==> src/rtl/eye_scan_pkg.sv <==
package eye_scan_pkg;

   typedef enum logic [2:0] {
      ST_IDLE   = 3'd0,
      ST_SETTLE = 3'd1,
      ST_COUNT  = 3'd2,
      ST_WRITE  = 3'd3,
      ST_DONE   = 3'd4
   } scan_state_t;

endpackage

==> src/rtl/eye_scan_errcnt.sv <==
module eye_scan_errcnt #(
   parameter int CNT_W    = 16,
   parameter int BIT_W    = 32,
   parameter int DLW      = 5,
   parameter bit INV_MEAS = 1'b0
) (
   input  logic             clk,
   input  logic             rst_n,
   input  logic             count_en,
   input  logic [DLW-1:0]   dlog,
   input  logic             meas_bit,
   input  logic             data_bit,
   input  logic             bit_valid,
   output logic             dwell_hit,
   output logic [CNT_W-1:0] err_q
);

   localparam logic [CNT_W-1:0] ERR_MAX = {CNT_W{1'b1}};

   logic             mism;
   logic [BIT_W-1:0] bcnt_q;
   logic [BIT_W-1:0] dwell_mask;

   // Sampler polarity option: an inverted measurement path flips the sense
   generate
      if (INV_MEAS) begin : g_inv
         assign mism = ~(meas_bit ^ data_bit);
      end else begin : g_dir
         assign mism = meas_bit ^ data_bit;
      end
   endgenerate

   assign dwell_mask = (BIT_W'(1) << dlog) - BIT_W'(1);
   assign dwell_hit  = count_en && bit_valid && (bcnt_q == dwell_mask);

   always_ff @(posedge clk or negedge rst_n) begin
      if (!rst_n) begin
         bcnt_q <= '0;
         err_q  <= '0;
      end else if (!count_en) begin
         bcnt_q <= '0;
         err_q  <= '0;
      end else if (bit_valid) begin
         bcnt_q <= bcnt_q + BIT_W'(1);
         if (mism && (err_q != ERR_MAX)) begin
            err_q <= err_q + CNT_W'(1);
         end
      end
   end

   AST_ERR_SATURATES: assert property (@(posedge clk) disable iff (!rst_n)
      (count_en && bit_valid && mism && (err_q == ERR_MAX)) |=> (err_q == ERR_MAX));

   AST_INVALID_HOLDS: assert property (@(posedge clk) disable iff (!rst_n)
      (count_en && !bit_valid) |=> ($stable(err_q) && $stable(bcnt_q)));

endmodule

==> src/rtl/eye_scan_seq.sv <==
module eye_scan_seq
   import eye_scan_pkg::*;
#(
   parameter int PH_W  = 5,
   parameter int VT_W  = 6,
   parameter int DLW   = 5,
   parameter int SET_W = 8
) (
   input  logic             clk,
   input  logic             rst_n,
   input  logic             start,
   input  logic [DLW-1:0]   dlog_in,
   input  logic [SET_W-1:0] settle_in,
   input  logic             dwell_hit,
   output logic             count_en,
   output logic             busy,
   output logic             done,
   output logic             mem_we,
   output logic [PH_W-1:0]  phase,
   output logic [VT_W-1:0]  volt,
   output logic [DLW-1:0]   dlog_q
);

   scan_state_t      st_q, st_d;
   logic [SET_W-1:0] settle_q;
   logic [SET_W-1:0] scnt_q;
   logic             last_px;

   assign last_px  = (phase == {PH_W{1'b1}}) && (volt == {VT_W{1'b1}});
   assign count_en = (st_q == ST_COUNT);
   assign busy     = (st_q != ST_IDLE);
   assign done     = (st_q == ST_DONE);
   assign mem_we   = (st_q == ST_WRITE);

   always_comb begin
      st_d = st_q;
      unique case (st_q)
         ST_IDLE:   if (start) st_d = ST_SETTLE;
         ST_SETTLE: if (scnt_q == settle_q) st_d = ST_COUNT;
         ST_COUNT:  if (dwell_hit) st_d = ST_WRITE;
         ST_WRITE:  st_d = last_px ? ST_DONE : ST_SETTLE;
         ST_DONE:   st_d = ST_IDLE;
         default:   st_d = ST_IDLE;
      endcase
   end

   always_ff @(posedge clk or negedge rst_n) begin
      if (!rst_n) begin
         st_q     <= ST_IDLE;
         phase    <= '0;
         volt     <= '0;
         settle_q <= '0;
         dlog_q   <= '0;
         scnt_q   <= '0;
      end else begin
         st_q <= st_d;
         if ((st_q == ST_IDLE) && start) begin
            phase    <= '0;
            volt     <= '0;
            settle_q <= settle_in;
            dlog_q   <= dlog_in;
         end
         if (st_q == ST_SETTLE) scnt_q <= scnt_q + SET_W'(1);
         else                   scnt_q <= '0;
         if ((st_q == ST_WRITE) && !last_px) begin
            volt <= volt + VT_W'(1);
            if (volt == {VT_W{1'b1}}) phase <= phase + PH_W'(1);
         end
      end
   end

   AST_VOLT_INNER: assert property (@(posedge clk) disable iff (!rst_n)
      ((st_q == ST_WRITE) && !last_px && (volt != {VT_W{1'b1}}))
      |=> ((volt == VT_W'($past(volt) + 1'b1)) && (phase == $past(phase))));

   AST_PHASE_OUTER: assert property (@(posedge clk) disable iff (!rst_n)
      ((st_q == ST_WRITE) && !last_px && (volt == {VT_W{1'b1}}))
      |=> ((volt == '0) && (phase == PH_W'($past(phase) + 1'b1))));

   AST_DONE_AFTER_LAST: assert property (@(posedge clk) disable iff (!rst_n)
      done |-> ($past(mem_we) && $past(last_px)));

   AST_DONE_PULSE: assert property (@(posedge clk) disable iff (!rst_n)
      done |=> (!done && !busy));

   AST_CFG_HELD: assert property (@(posedge clk) disable iff (!rst_n)
      busy |=> ($stable(settle_q) && $stable(dlog_q)));

   AST_START_IGNORED: assert property (@(posedge clk) disable iff (!rst_n)
      (start && busy && !done) |=> busy);

   AST_WE_SINGLE: assert property (@(posedge clk) disable iff (!rst_n)
      mem_we |=> !mem_we);

endmodule

==> src/rtl/eye_scan_ctrl.sv <==
module eye_scan_ctrl #(
   parameter int PH_W     = 5,
   parameter int VT_W     = 6,
   parameter int CNT_W    = 16,
   parameter int BIT_W    = 32,
   parameter int SET_W    = 8,
   parameter bit INV_MEAS = 1'b0,
   localparam int DLW     = $clog2(BIT_W),
   localparam int ADDR_W  = PH_W + VT_W
) (
   input  logic              clk,
   input  logic              rst_n,
   input  logic              start,
   input  logic [DLW-1:0]    dwell_log2,
   input  logic [SET_W-1:0]  settle_cycles,
   input  logic              meas_bit,
   input  logic              data_bit,
   input  logic              bit_valid,
   output logic [PH_W-1:0]   phase_code,
   output logic [VT_W-1:0]   volt_code,
   output logic              busy,
   output logic              done,
   output logic              mem_we,
   output logic [ADDR_W-1:0] mem_addr,
   output logic [CNT_W-1:0]  mem_wdata
);

   // Elaboration-time parameter checks
   generate
      if (PH_W < 1 || VT_W < 1) begin : g_bad_axis
         $error("eye_scan_ctrl: axis code widths must be at least 1");
      end
      if (CNT_W < 1) begin : g_bad_cnt
         $error("eye_scan_ctrl: CNT_W must be at least 1");
      end
      if (BIT_W < 2 || (BIT_W & (BIT_W - 1)) != 0) begin : g_bad_bitw
         $error("eye_scan_ctrl: BIT_W must be a power of two of at least 2");
      end
      if (SET_W < 1) begin : g_bad_set
         $error("eye_scan_ctrl: SET_W must be at least 1");
      end
   endgenerate

   logic           count_en;
   logic           dwell_hit;
   logic [DLW-1:0] dlog_q;

   eye_scan_seq #(
      .PH_W  (PH_W),
      .VT_W  (VT_W),
      .DLW   (DLW),
      .SET_W (SET_W)
   ) u_seq (
      .clk       (clk),
      .rst_n     (rst_n),
      .start     (start),
      .dlog_in   (dwell_log2),
      .settle_in (settle_cycles),
      .dwell_hit (dwell_hit),
      .count_en  (count_en),
      .busy      (busy),
      .done      (done),
      .mem_we    (mem_we),
      .phase     (phase_code),
      .volt      (volt_code),
      .dlog_q    (dlog_q)
   );

   eye_scan_errcnt #(
      .CNT_W    (CNT_W),
      .BIT_W    (BIT_W),
      .DLW      (DLW),
      .INV_MEAS (INV_MEAS)
   ) u_err (
      .clk       (clk),
      .rst_n     (rst_n),
      .count_en  (count_en),
      .dlog      (dlog_q),
      .meas_bit  (meas_bit),
      .data_bit  (data_bit),
      .bit_valid (bit_valid),
      .dwell_hit (dwell_hit),
      .err_q     (mem_wdata)
   );

   assign mem_addr = {phase_code, volt_code};

   AST_NO_WRITE_IDLE: assert property (@(posedge clk) disable iff (!rst_n)
      mem_we |-> busy);

endmodule

==> config.mk <==
export PLATFORM = sky130hd
export DESIGN_NAME = eye_scan_ctrl
export DESIGN_NICKNAME = d
export VERILOG_FILES = /design/src/rtl/eye_scan_pkg.sv /design/src/rtl/eye_scan_errcnt.sv /design/src/rtl/eye_scan_seq.sv /design/src/rtl/eye_scan_ctrl.sv
export SDC_FILE = /design/constraint.sdc
export NUM_CORES = 1
export LEC_CHECK = 0
export BUFFER_PORTS_ARGS = -buffer_cell sky130_fd_sc_hd__buf_2
export CAP_MARGIN = 20
export CELL_PAD_IN_SITES_DETAIL_PLACEMENT = 2
export CELL_PAD_IN_SITES_GLOBAL_PLACEMENT = 2
export CORE_UTILIZATION = 36
export CTS_CLUSTER_DIAMETER = 150
export DETAILED_ROUTE_END_ITERATION = 16
export PLACE_DENSITY_LB_ADDON = 0.1
export REMOVE_ABC_BUFFERS = 1
export SYNTH_ARGS = -nofsm -noshare
export SYNTH_HDL_FRONTEND = slang
export SYNTH_SLANG_ARGS = --single-unit
==> constraint.sdc <==
create_clock -name clk -period 2.9 [get_ports clk]
set_input_delay 0 -clock clk [delete_from_list [all_inputs] [get_ports clk]]
set_output_delay 0 -clock clk [all_outputs]
set_load 0.01 [all_outputs]
==> results of run 1 <==
[cell usage in the layout, fill, tap and decap left out, types with 9 or more instances in the layout]
| master | instances |
|---|---|
| buf_2 | 58 |
| o21ai_0 | 22 |
| nand2_1 | 57 |
| buf_4 | 22 |
| nand4_1 | 21 |
| nand3_1 | 28 |
| nor3_1 | 11 |
| dlygate4sd3_1 | 14 |
| dfrtp_1 | 81 |
| clkbuf_16 | 9 |
| and3_1 | 12 |
| a21oi_1 | 22 |
| mux2_2 | 14 |
| nor2_1 | 78 |
| xor2_1 | 58 |
| xnor2_1 | 19 |
[routing by layer]
metal  vias up  part of all wire [%]
met3        25                   3.6
met1      2322                    44
li1       2111                     -
met2        89                    50
met4         0                   2.5
met5         -                     0
[worst paths after layout]
path                                   start           endpoint  slack (ps)  cells after the start
max                          u_seq.dlog_q[3]      u_seq.st_q[0]         140                     10
min                                bit_valid    u_err.bcnt_q[0]          90                      3
max reg2reg                  u_seq.dlog_q[3]      u_seq.st_q[0]         140                     10
min reg2reg                u_seq.settle_q[6]  u_seq.settle_q[6]         530                      1
max in group asynchronous              rst_n    u_seq.dlog_q[4]        1940                      3
min in group asynchronous              rst_n  u_seq.settle_q[1]         210                      2
[logic make-up after synthesis]
logic type | after synthesis | synth area share (%)
XOR/XNOR | 77 | 13.08
buffers and inverters | 52 | 5.267
AND/OR/NAND/NOR | 256 | 24.56
multiplexers | 16 | 3.447
AO/OA/AOI/OAI | 86 | 11.65
adder cells (fa/ha/maj) | 7 | 1.699
flip-flops | 83 | 40.29
[worst register-to-register path, stage by stage (launching register included)]
cell	delay, ps
dfrtp_2	450
nor3_4	230
nand2_1	90
ha_1	240
buf_4	200
xnor2_1	150
a32o_1	280
a22o_1	230
nor4_1	310
nand4_1	210
o31ai_2	270
[sequential cells by signal, summed over array words and instances, names as in the netlist]
name	flops
u_err.bcnt_q	32
u_seq.scnt_q	8
u_seq.volt	6
u_seq.st_q	3
u_seq.settle_q	8
u_seq.phase	5
u_err.err_q	16
u_seq.dlog_q	5
[layout make-up]
type | count | area (sq um)
Fill cell | 1551 | 7895
Multi-Input combinational cell | 442 | 2841
Sequential cell | 83 | 2079
Timing Repair Buffer | 94 | 595.6
Clock buffer | 11 | 242.7
Tap cell | 180 | 225.2
Clock inverter | 5 | 36.28
Inverter | 5 | 18.77
[where the power goes]
group | switching [mW] | total [mW] | internal [mW]
logic | 1.27 | 2.10 | 0.835
registers | 0.189 | 1.50 | 1.31
clock network | 0.515 | 1.12 | 0.610
total | 1.97 | 4.72 | 2.75
[what timing repair did]
item,CTS,global route
buffers inserted,0,1
hold buffers,14,0
hold endpoints to repair,57,0
gates resized for setup,0,10
endpoints found under the setup margin,0,1
==> impl_metrics.py, run 1 <==
metrics = {
    "status": {
        "status": "finished clean",
    },
    "global_route": {
        "grt-ovfl-total": 0,
        "grt_pass1_wl_mm": 25.68,
        "gr-usage-all-layers_pct": 22.68,
        "top_usage_layer": "met2",
        "grt_max_degree": 49,
        "grt_antenna_before_repair": 0,
        "first_global_vias": 4861,
        "grt_use_met3_pct": 3.933,
        "use_met2_pct": 38.60,
        "globalRouteMet1Util_pct": 27.68,
    },
    "floorplan": {
        "num_rows": 43,
        "initial_core_util_pct": 36.99,
        "die_w_um": 121.7,
        "ios": 60,
        "core_area_sq_um": 13930,
        "die_area_sq_um": 14800,
        "die_y_um": 121.7,
    },
    "synth": {
        "synthTopCellsByCount": "dfrtp_1 (83), nor2_1 (80), nand2_1 (58), xor2_1 (58), nand3_1 (28)",
        "synth_top_area_cell": "dfrtp_1",
        "syn_avg_cell_area_sq_um": 8.934,
        "synth-seq-cells": 83,
        "postSynthCellCount": 577,
        "ys_top_cells_by_area": "dfrtp_1 (40%), xor2_1 (9.9%), nor2_1 (5.8%)",
        "yosys.cell_types.count": 65,
        "synth-edff-count": 0,
        "synthArstFlopShare_pct": 100.0,
        "synth_area_sq_um": 5155,
        "synth_warnings": 0,
        "ys_seq_area_share_pct": 40.29,
        "synthDominantCellAreaShare_pct": 40.29,
        "yosysMostFrequentCell": "dfrtp_1",
        "yosys_most_used_dff": "dfrtp_1",
    },
    "power": {
        "p_per_area_nw_per_um2": 782.3,
        "p_leak_nw": 2.637,
        "peakVddDrop_mv": 0.2995,
        "total_power_mw": 4.725,
    },
    "clock_network": {
        "cts-root-buf": "clkbuf_16",
        "cts_sinks": 83,
        "clkSlewWorstSetupHoldPaths_ps": 70,
        "numCtsBuffers": 9,
        "cts_buffer_depth": 2,
        "clk_latency_ps": 350,
        "htree_levels": 3,
        "cts_tree": "done",
    },
    "timing": {
        "worst_slew_pin_slew_ps": 636.2,
        "period_needed_ps": 2762,
        "finalSetupViolations": 0,
        "finalCritPeriodShare_pct": 95.23,
        "hold_slack_ps": 92.24,
        "max_freq_ghz": 0.3621,
        "hold_viol": 0,
        "skew_ps": 5.692,
        "drv_slew": 0,
        "relSlewSlack_pct": 57.46,
        "fin_ws_ps": 138.5,
        "setup_tns_ps": 0,
    },
    "place": {
        "portBuffers": 59,
        "gp_congestion": 0.8447,
        "place_area_sq_um": 5575,
        "dp_hpwl_mm": 11.16,
        "dpl_worst_slack_ps": 64.97,
        "dpl.cell_count": 789,
    },
    "route": {
        "dr.first_iter.drc_count": 142,
        "ant_nets": 0,
        "drt_wl_total_mm": 15.79,
        "avgRoutedWirePerCell_um": 19.25,
        "first_pass_iters": 4,
        "vias": 4547,
        "vias_per_cell": 5.545,
        "drc": 0,
    },
    "cells_and_area": {
        "nNetsFinal": 661,
        "fin_area_sq_um": 6040,
        "drive_gt1_share_pct": 20.63,
        "area_delta_synth_final_pct": 17.16,
        "utilization_pct": 43.34,
        "num_antenna_cells": 0,
        "stdcell_count": 820,
    },
    "hold_path": {
        "hp-class": "primary input to register",
    },
    "setup_path": {
        "cp_top_family": "simple AND/OR/NAND/NOR gates",
        "crit_arrival_ps": 3020,
        "critPathMaxStageDelay_ps": 450,
        "critical_path_class": "register to register",
        "required_ps": 3160,
        "slowest_stage": "dfrtp_2",
        "path_buf_inv": 1,
        "start_kind": "register",
        "crit_path_end_kind": "register",
        "critical_path.max_fanout": 13,
        "crit_chain": "nor3_4, nand2_1, ha_1, buf_4, xnor2_1, a32o_1, a22o_1, nor4_1, nand4_1, o31ai_2",
    },
    "flow_run": {
        "cap_viol_max_count": 0,
    },
}
No activity file was read; power rests on OpenSTA's default activity.
==> run 2, diff against run 1 <==
- PLACE_DENSITY: unset -> 0.77
- PLACE_DENSITY_LB_ADDON: 0.1 -> unset
==> run 2 against run 1 <==
Final cell count is 0.12% lower. Global-route usage up 0.69 points. Clock skew is 1.7 ps lower. Largest cell class unchanged. First-iteration DRC count grew 44%. Count of clock-buffer cells in the layout decreased by 1. Non-clock buffer count fell by 1. Wire length is 2.2% higher. Clock power about the same. Sequential power about the same.
==> impl_metrics.py, run 2 (synthesis results as in run 1) <==
metrics = {
    "status": {
        "status": "finished clean",
    },
    "timing": {
        "finalCritPeriodShare_pct": 94.32,
        "finalSetupViolations": 0,
        "period_needed_ps": 2735,
        "hold_viol": 0,
        "setup_tns_ps": 0,
        "relSlewSlack_pct": 55.18,
        "hold_slack_ps": 50.94,
        "max_freq_ghz": 0.3656,
        "skew_ps": 4.012,
        "worst_slew_pin_slew_ps": 666.2,
        "drv_slew": 0,
    },
    "cells_and_area": {
        "utilization_pct": 43.32,
        "layout_commonest_cell": "dfrtp_1",
        "regMostFlops": "u_err.bcnt_q",
        "area_delta_synth_final_pct": 17.09,
        "stdcell_count": 819,
        "drive_gt1_share_pct": 20.19,
        "largest_reg_flops": 32,
        "num_antenna_cells": 0,
        "seqCellArea_sq_um": 2078,
        "fin_area_sq_um": 6036,
        "nNetsFinal": 660,
        "multiInputGateArea_sq_um": 2828,
        "fill_cells": 1530,
        "final_cell_mix": "dfrtp_1 (82), nor2_1 (80), nand2_1 (58), xor2_1 (58), buf_2 (58)",
        "top_regs": "u_err.bcnt_q: 32 flops, u_err.err_q: 16 flops",
    },
    "place": {
        "place_area_sq_um": 5573,
        "portBuffers": 59,
        "dpl.cell_count": 787,
        "dp_hpwl_mm": 11.55,
        "gp_congestion": 0.8072,
    },
    "power": {
        "intPower_mw": 2.735,
        "p_leak_nw": 2.631,
        "peakVddDrop_mv": 0.3135,
        "p_per_area_nw_per_um2": 784.9,
        "p_clk_share_pct": 24.2,
        "switching_power_mw": 2.003,
        "pwr-share-seq_pct": 31.5,
        "p_comb_share_pct": 44.3,
        "swShare_pct": 42.28,
    },
    "clock_network": {
        "clk_latency_ps": 350,
        "htree_levels": 3,
        "cts_sinks": 83,
        "clkSlewWorstSetupHoldPaths_ps": 70,
        "cts_buffer_depth": 2,
        "cts_tree": "done",
        "numCtsBuffers": 9,
        "cts-root-buf": "clkbuf_16",
    },
    "route": {
        "highest_layer": "met4",
        "dr.first_iter.drc_count": 205,
        "drt_wl_total_mm": 16.14,
        "vias": 4576,
        "met1Wirelength_mm": 7.219,
        "drc": 0,
        "vias_per_cell": 5.587,
        "avgRoutedWirePerCell_um": 19.71,
        "first_pass_iters": 6,
        "route.met3.wl_um": 441,
        "met2_length_mm": 8.106,
        "ant_nets": 0,
    },
    "setup_path": {
        "start_kind": "register",
        "r2r_slack_ps": 160,
        "critical_path_class": "register to register",
        "crit_arrival_ps": 3000,
        "required_ps": 3160,
        "critical_path.max_fanout": 4,
        "crit_path_end_kind": "register",
    },
    "global_route": {
        "grt-ovfl-total": 0,
        "grt_antenna_before_repair": 0,
        "gr-usage-all-layers_pct": 23.37,
        "grt_max_degree": 49,
        "first_global_vias": 5007,
        "grt_pass1_wl_mm": 26.42,
    },
    "hold_path": {
        "hp-class": "primary input to register",
    },
    "flow_run": {
        "cap_viol_max_count": 0,
    },
    "floorplan": {
        "ios": 60,
        "num_rows": 43,
        "initial_core_util_pct": 36.99,
        "die_area_sq_um": 14800,
        "die_w_um": 121.7,
        "die_y_um": 121.7,
        "core_area_sq_um": 13930,
    },
}
run 2: cell types whose count changed in the layout (fill, tap and decap cells not counted), sizes merged:
cell      change
buf           -1
clkbuf        -1
clkinv        -2
clkinvlp      +2
inv           +1
run 2: final timing paths:
check	cells past startpoint	startpoint	endpoint
min in group asynchronous	2	rst_n	u_seq.settle_q[4]
hold reg to reg	1	u_seq.settle_q[4]	u_seq.settle_q[4]
max in group asynchronous	3	rst_n	u_seq.dlog_q[0]
setup / recovery	10	u_seq.dlog_q[2]	u_seq.st_q[0]
setup reg to reg	10	u_seq.dlog_q[2]	u_seq.st_q[0]
hold / removal	3	bit_valid	u_err.bcnt_q[0]
run 2: layout make-up:
class / count / area share, %
sequential: 83 / 34.43
clock buffer: 10 / 3.959
tap: 180 / 3.731
clock inverter: 6 / 0.7670
multi-input combinational: 442 / 46.85
timing repair buffer: 93 / 9.950
inverter: 5 / 0.3109
run 2: power by group through the flow:
stage	Sequential, mW	Clock (mW)	Combinational, mW
after detailed placement	1.51	0	2.02
after global routing	1.52	1.22	2.30
after floorplan	1.60	0	1.15
after global placement	1.49	0	1.95
final	1.49	1.15	2.10
after CTS	1.49	1.19	2.06
run 2: timing repair:
item                                    CTS  global route
gates resized for setup                   0             5
buffers inserted                          0             2
hold endpoints to repair                 54             0
hold buffers                             14             0
endpoints found under the setup margin    0             1
run 2: routing by layer:
metal / vias to the layer above / GRT usage (%)
met3: 26 / 3.184
met1: 2343 / 28.52
li1: 2117 / -
met2: 90 / 41.02
met5: - / 0
met4: 0 / 10.03
run 2: worst max-delay path: stages, from the launching register on:
cell and delay [ps]:
dfrtp_1 420, nor2_1 100, nand3_1 110, ha_1 230, or4b_2 660, o32a_1 220, xnor2_1 130, a211o_1 270
nor3_1 130, nand4_1 130, o31ai_2 250
run 2: per-stage QoR:
step | total power [mW] | setup slack [ps]
global route | 5.042 | -11.22
floorplan | 2.743 | -504.1
CTS | 4.737 | 93.00
global placement | 3.438 | 313.7
finish | 4.738 | 164.8
detailed placement | 3.532 | 121.5
